[config.mk]
export PLATFORM = sky130hd
export DESIGN_NAME = pwm_pair
export DESIGN_NICKNAME = d
export VERILOG_FILES = /design/src/rtl/pwm_pair_pkg.sv /design/src/rtl/pwm_pair_regs.sv /design/src/rtl/pwm_pair_chan.sv /design/src/rtl/pwm_pair.sv
export SDC_FILE = /design/constraint.sdc
export NUM_CORES = 1
export LEC_CHECK = 0
export BUFFER_PORTS_ARGS = -buffer_cell sky130_fd_sc_hd__buf_2
export CORE_ASPECT_RATIO = 1.4
export CORE_MARGIN = 5
export CORE_UTILIZATION = 51
export DETAILED_ROUTE_END_ITERATION = 8
export PLACE_DENSITY = 0.66
export REMOVE_ABC_BUFFERS = 1
export SLEW_MARGIN = 10
export SYNTH_ARGS = -nofsm -noshare
export SYNTH_HDL_FRONTEND = slang
export SYNTH_HIERARCHICAL = 1
export SYNTH_SLANG_ARGS = --single-unit
[constraint.sdc]
create_clock -name clk -period 17 [get_ports clk]
set_clock_uncertainty 0.05 [all_clocks]
set_input_delay 3.4 -clock clk [delete_from_list [all_inputs] [get_ports clk]]
set_output_delay 3.4 -clock clk [all_outputs]
set_load 0.02 [all_outputs]
[src/rtl/pwm_pair_pkg.sv]
package pwm_pair_pkg;
  localparam int DATA_W = 32;
  localparam int CNT_W  = 16;
  localparam int DIV_W  = 7;
  localparam int NSRC   = 4;
  localparam int SEL_W  = $clog2(NSRC);
  localparam int NCH    = 2;
  localparam int NREG   = 8;
  localparam int IDX_W  = $clog2(NREG);
  localparam int ADDR_W = IDX_W + 2;
  localparam int CTRL_W = 24;
  localparam int IDX_CTRL = 2;

  typedef struct packed {
    logic             clk_en;
    logic [DIV_W-1:0] div;
    logic [SEL_W-1:0] sel;
    logic             ds_en;
    logic             out_en;
  } chan_cfg_t;
endpackage

[src/rtl/pwm_pair_regs.sv]
module pwm_pair_regs
  import pwm_pair_pkg::*;
(
  input  logic                         clk,
  input  logic                         rst_n,
  input  logic                         wr_en,
  input  logic [ADDR_W-1:0]            addr,
  input  logic [DATA_W-1:0]            wdata,
  output logic [DATA_W-1:0]            rdata,
  output logic [NCH-1:0][CNT_W-1:0]    hi_o,
  output logic [NCH-1:0][CNT_W-1:0]    lo_o,
  output chan_cfg_t [NCH-1:0]          cfg_o
);
  logic [IDX_W-1:0]                idx;
  logic [NCH-1:0][DATA_W-1:0]      duty_q, duty_d;
  logic [CTRL_W-1:0]               ctrl_q, ctrl_d;

  assign idx = addr[ADDR_W-1:2];

  // next state
  always_comb begin
    duty_d = duty_q;
    ctrl_d = ctrl_q;
    if (wr_en) begin
      for (int c = 0; c < NCH; c++) begin
        if (idx == IDX_W'(c)) duty_d[c] = wdata;
      end
      if (idx == IDX_W'(IDX_CTRL)) ctrl_d = wdata[CTRL_W-1:0];
    end
  end

  always_ff @(posedge clk or negedge rst_n) begin
    if (!rst_n) begin
      duty_q <= '0;
      ctrl_q <= '0;
    end else begin
      duty_q <= duty_d;
      ctrl_q <= ctrl_d;
    end
  end

  // field decode per channel
  for (genvar c = 0; c < NCH; c++) begin : g_field
    localparam int OEN_B = c;
    localparam int DS_B  = NCH + c;
    localparam int SEL_L = 2 * NCH + SEL_W * c;
    localparam int DIV_L = 8 + 8 * c;
    localparam int CEN_B = DIV_L + DIV_W;
    assign hi_o[c]         = duty_q[c][DATA_W-1:CNT_W];
    assign lo_o[c]         = duty_q[c][CNT_W-1:0];
    assign cfg_o[c].out_en = ctrl_q[OEN_B];
    assign cfg_o[c].ds_en  = ctrl_q[DS_B];
    assign cfg_o[c].sel    = ctrl_q[SEL_L +: SEL_W];
    assign cfg_o[c].div    = ctrl_q[DIV_L +: DIV_W];
    assign cfg_o[c].clk_en = ctrl_q[CEN_B];
  end

  // read mux
  always_comb begin
    rdata = '0;
    for (int c = 0; c < NCH; c++) begin
      if (idx == IDX_W'(c)) rdata = duty_q[c];
    end
    if (idx == IDX_W'(IDX_CTRL)) rdata = {{(DATA_W-CTRL_W){1'b0}}, ctrl_q};
  end

  AST_CTRL_HOLD: assert property (@(posedge clk) disable iff (!rst_n)
    !(wr_en && idx == IDX_W'(IDX_CTRL)) |=> $stable(ctrl_q));
  AST_SPARE_NO_WRITE: assert property (@(posedge clk) disable iff (!rst_n)
    (idx > IDX_W'(IDX_CTRL)) |=> ($stable(duty_q) && $stable(ctrl_q)));
endmodule

[src/rtl/pwm_pair_chan.sv]
module pwm_pair_chan
  import pwm_pair_pkg::*;
(
  input  logic             clk,
  input  logic             rst_n,
  input  chan_cfg_t        cfg_i,
  input  logic [CNT_W-1:0] hi_i,
  input  logic [CNT_W-1:0] lo_i,
  input  logic [NSRC-1:0]  src_tick_i,
  output logic             pwm_o
);
  localparam int SUM_W = CNT_W + 1;

  logic             run, tick, ptick, last;
  logic [SUM_W-1:0] sum;
  logic             loaded_q, loaded_d;
  logic [DIV_W-1:0] pre_q, pre_d, div_q, div_d;
  logic [SUM_W-1:0] cnt_q, cnt_d;
  logic [CNT_W-1:0] hi_q, hi_d, lo_q, lo_d;

  assign run   = cfg_i.out_en & cfg_i.clk_en;
  assign tick  = src_tick_i[cfg_i.sel];
  assign sum   = {1'b0, hi_q} + {1'b0, lo_q};
  assign last  = (sum == '0) || (cnt_q == sum - SUM_W'(1));
  assign ptick = loaded_q & tick & (pre_q == div_q);

  // next state
  always_comb begin
    loaded_d = loaded_q;
    pre_d    = pre_q;
    div_d    = div_q;
    cnt_d    = cnt_q;
    hi_d     = hi_q;
    lo_d     = lo_q;
    if (!run) begin
      loaded_d = 1'b0;
      pre_d    = '0;
      div_d    = '0;
      cnt_d    = '0;
      hi_d     = '0;
      lo_d     = '0;
    end else if (!loaded_q) begin
      loaded_d = 1'b1;
      pre_d    = '0;
      div_d    = cfg_i.div;
      cnt_d    = '0;
      hi_d     = hi_i;
      lo_d     = lo_i;
    end else if (tick) begin
      if (ptick) begin
        pre_d = '0;
        if (last) begin
          cnt_d = '0;
          hi_d  = hi_i;
          lo_d  = lo_i;
          div_d = cfg_i.div;
        end else begin
          cnt_d = cnt_q + SUM_W'(1);
        end
      end else begin
        pre_d = pre_q + DIV_W'(1);
      end
    end
  end

  always_ff @(posedge clk or negedge rst_n) begin
    if (!rst_n) begin
      loaded_q <= 1'b0;
      pre_q    <= '0;
      div_q    <= '0;
      cnt_q    <= '0;
      hi_q     <= '0;
      lo_q     <= '0;
    end else begin
      loaded_q <= loaded_d;
      pre_q    <= pre_d;
      div_q    <= div_d;
      cnt_q    <= cnt_d;
      hi_q     <= hi_d;
      lo_q     <= lo_d;
    end
  end

  assign pwm_o = run & loaded_q & ~cfg_i.ds_en & (cnt_q < {1'b0, hi_q});

  AST_IDLE_CLEARS: assert property (@(posedge clk) disable iff (!rst_n)
    !run |=> (cnt_q == '0 && !loaded_q));
  AST_CNT_IN_PERIOD: assert property (@(posedge clk) disable iff (!rst_n)
    (loaded_q && sum != '0) |-> (cnt_q < sum));
  AST_SHADOW_HOLD: assert property (@(posedge clk) disable iff (!rst_n)
    (loaded_q && run && !(ptick && last)) |=> ($stable(hi_q) && $stable(lo_q)));
  AST_HI_ZERO_QUIET: assert property (@(posedge clk) disable iff (!rst_n)
    (loaded_q && hi_q == '0) |-> !pwm_o);
endmodule

[src/rtl/pwm_pair.sv]
module pwm_pair
  import pwm_pair_pkg::*;
(
  input  logic              clk,
  input  logic              rst_n,
  input  logic              wr_en,
  input  logic [ADDR_W-1:0] addr,
  input  logic [DATA_W-1:0] wdata,
  output logic [DATA_W-1:0] rdata,
  input  logic [NSRC-1:0]   src_tick,
  output logic [NCH-1:0]    pwm_out
);
  logic [1:0] rst_sync_q;
  logic       rst_int_n;

  always_ff @(posedge clk or negedge rst_n) begin
    if (!rst_n) rst_sync_q <= '0;
    else        rst_sync_q <= {rst_sync_q[0], 1'b1};
  end
  assign rst_int_n = rst_sync_q[1];

  logic [NCH-1:0][CNT_W-1:0] hi, lo;
  chan_cfg_t [NCH-1:0]       cfg;

  pwm_pair_regs u_regs (
    .clk   (clk),
    .rst_n (rst_int_n),
    .wr_en (wr_en),
    .addr  (addr),
    .wdata (wdata),
    .rdata (rdata),
    .hi_o  (hi),
    .lo_o  (lo),
    .cfg_o (cfg)
  );

  for (genvar c = 0; c < NCH; c++) begin : g_chan
    pwm_pair_chan u_chan (
      .clk        (clk),
      .rst_n      (rst_int_n),
      .cfg_i      (cfg[c]),
      .hi_i       (hi[c]),
      .lo_i       (lo[c]),
      .src_tick_i (src_tick),
      .pwm_o      (pwm_out[c])
    );
  end

  AST_RESET_QUIET: assert property (@(posedge clk)
    !rst_int_n |=> (pwm_out == '0));
endmodule

==> reports/results.txt <==
sequential share of the synthesized area = 0.379
# rows = 72
nets@finish = 1,560
largest net degree at the start of global routing = 61
worst-path cell chain = buf_2, or2_2, o32ai_1, buf_2
Finished Cell Area = 15,800 um^2
max-slew violation count = 0
P per Cell Area = 118 nW/um^2
Int Pwr = 1.19 mW
ys flop type = dfrtp_1
commonest non-fill, non-tap cell in the layout = dfrtp_1
leakage = 7.09 nW
clock power share = 0.286
antenna violations before repair = 0
Hold Violations, Final = 0
pre-CTS WS = 8.33 ns
synth warn = 6
Die Wd = 152 um
total negative slack = 0 ns
CTS hold repair buffers = 0
Max-slew headroom = 0.334
Yosys cell types = 102
Routed WL = 38,000 um
Hold Slack = 0.303 ns
Startpoint Class = input port
unrepaired setup endpoints after global routing = no
die height = 209 um
Fill cells = 2,526
setup violators final = 0
clock buffer depth = 3
FMAX = 0.115 GHz
#FFs+latches synth = 218
Comb pwr share = 0.356
Seq. cell area = 5460 um^2
placed wire-length estimate = 28,200 um
switching share of power = 0.361
ys async rst share = 1.00
Post-Syn Area = 14,400 um^2
setup ws final = 8.32 ns
ant diodes = 0
routed len/inst = 20.7 um
most frequent CP cell = buf_2
Layout Cells excl Fill = 1,834
first-pass GRT wire length = 61,300 um
Port Buffers = 75
Placer Congestion = 0.862
EDFF count, synth = 0
maximum ir drop on the vdd rail = 0.0715 mV
worst stage delay on the critical path = 0.75 ns
core box area = 27,700 um^2
H-tree levels = 1
antenna-violating nets left = 0
Req. time, crit path = 13.55 ns
Worst-path clk slew = 0.06 ns
CTS Buf Count = 24
TritonCTS clock tree = done
Power, Total = 1.86 mW
Post CTS Setup Buffer Count = 0
area of the multi-input gates = 8270 um^2
kind of critical path = input port to output port
DP Area = 15,000 um^2
slowest stage cell, crit path = or2_2
Crit Path Max Fanout = 32
critical path arrival = 5.23 ns
worst-margin pin slew = 0.999 ns
I/O pins = 78
Initial Utilization = 0.519
share of layout cells above drive strength 1 = 0.196
DR iter-0 viols = 562
run status = finished clean
GRT Util Overall = 0.235
Setup crit end kind = output port
period utilization = 0.511
max_cap viols = 0
Mean Syn Cell Area = 10.3 um^2
CTS-repair resized insts = 0
Clock Tree Root = clkbuf_16
sequential group share of total power = 0.358
Syn Inst Count = 1,402
vias per cell = 5.99
total global routing overflow = 0
area grow syn2layout = 9.45%
fin util = 0.568
most frequent cells in the layout = dfrtp_1 (217), nand2_1 (95), nand3_1 (84), mux2_2 (84)
Inst Count DP = 1,790
Final min period = 8.68 ns
vias in the first global route = 11,200
DRC = 0
drt pass-1 iters = 5
area of the die = 31,800 um^2
HP Class = flop to flop
total number of vias = 11,000
Sw Pwr = 0.670 mW
clock sinks = 218
worst skew pair latency = 0.54 ns
-- path summary, 6_finish.rpt --
path	from	to	slack, ns	cells past startpoint
min	rst_sync_q[0]$_DFF_PN0_	rst_sync_q[1]$_DFF_PN0_	0.30	0
min reg2reg	rst_sync_q[0]$_DFF_PN0_	rst_sync_q[1]$_DFF_PN0_	0.30	0
min in group asynchronous	rst_sync_q[1]$_DFF_PN0_	g_chan[1].u_chan/pre_q[2]$_DFFE_PN0P_	0.34	0
max in group asynchronous	rst_n	rst_sync_q[1]$_DFF_PN0_	14.20	1
max reg2reg	g_chan[0].u_chan/lo_q[0]$_DFFE_PN0P_	g_chan[0].u_chan/hi_q[5]$_DFFE_PN0P_	11.84	16
max	addr[4]	rdata[15]	8.32	4
-- worst max-delay path, delay by kind of cell --
kind            cells  cell delay [ns]
compound gates      1             0.27
simple gates        1             0.75
buf+inv             2             0.77
-- layout make-up --
cell class,instances,area share
inverter,72,0.0171
clock inverter,14,0.00976
clock buffer,30,0.0414
sequential,218,0.346
tap,370,0.0294
timing repair buffer,92,0.0319
multi-input combinational,1038,0.524
-- flip-flops by register name, indices dropped and copies added, names as in the netlist --
signal	cells
g_chan.u_chan/hi_q	32
g_chan.u_chan/div_q	14
u_regs/hi_o	32
g_chan.u_chan/cnt_q	34
g_chan.u_chan/pre_q	14
u_regs/lo_o	32
rst_sync_q	2
g_chan.u_chan/lo_q	32
g_chan.u_chan/loaded_q	2
u_regs/ctrl_q	24
-- per-layer routing --
metal	global-route usage	vias up	share of wire
li1	-	5240	-
met1	0.283	5501	0.41
met2	0.438	175	0.53
met3	0.0236	69	0.025
met4	0.0803	0	0.034
met5	0	-	0
-- synthesized netlist by cell type, drive strengths merged, types with 4 or more instances --
master | n | share of area
a2111oi | 6 | 0.0064
o21a | 9 | 0.0047
clkbuf | 41 | 0.011
ha | 68 | 0.059
xnor2 | 57 | 0.036
buf | 33 | 0.020
nor3 | 26 | 0.010
nand3 | 86 | 0.031
a21boi | 5 | 0.0026
mux2 | 90 | 0.070
a21oi | 43 | 0.015
o2bb2ai | 49 | 0.038
and3 | 21 | 0.0091
and2 | 27 | 0.012
o31ai | 13 | 0.0081
dfrtp | 218 | 0.38
a311o | 4 | 0.0028
o211ai | 7 | 0.0043
a31o | 5 | 0.0030
xor2 | 30 | 0.018
nor4b | 5 | 0.0056
a211oi | 10 | 0.0059
nand2b | 17 | 0.0074
o2111ai | 6 | 0.0036
a21o | 26 | 0.014
o21ai | 26 | 0.010
o22ai | 5 | 0.0026
nand2 | 95 | 0.025
or3 | 6 | 0.0026
and4 | 5 | 0.0030
a221o | 6 | 0.0042
nand3b | 4 | 0.0021
o32ai | 24 | 0.015
nor2 | 65 | 0.017
nor2b | 12 | 0.0052
or2 | 10 | 0.0043
a211o | 10 | 0.0061
nand4 | 15 | 0.0076
inv | 72 | 0.019
nor3b | 9 | 0.0047
nor4 | 10 | 0.0048
mux2i | 75 | 0.052
o211a | 4 | 0.0028
-- power groups by stage --
stage / Clock, mW / Sequential, mW / Combinational, mW
final: 0.531 / 0.665 / 0.661
after global placement: 0 / 0.672 / 0.644
after global routing: 0.565 / 0.675 / 0.725
after floorplan: 0 / 0.650 / 0.509
after detailed placement: 0 / 0.674 / 0.658
after CTS: 0.541 / 0.666 / 0.661
-- cell families (layout without fill, tap and decap cells) --
group / count (synthesis) / count (layout) / synth area share
buffers and inverters: 146 / 208 / 0.0494
other: 1 / 1 / 0.000260
adder cells (fa/ha/maj): 70 / 70 / 0.0618
XOR/XNOR: 90 / 90 / 0.0594
multiplexers: 167 / 167 / 0.126
AND/OR/NAND/NOR: 422 / 422 / 0.156
AO/OA/AOI/OAI: 288 / 288 / 0.169
flip-flops: 218 / 218 / 0.379
Note: power is estimated with default switching activity, not from simulation.
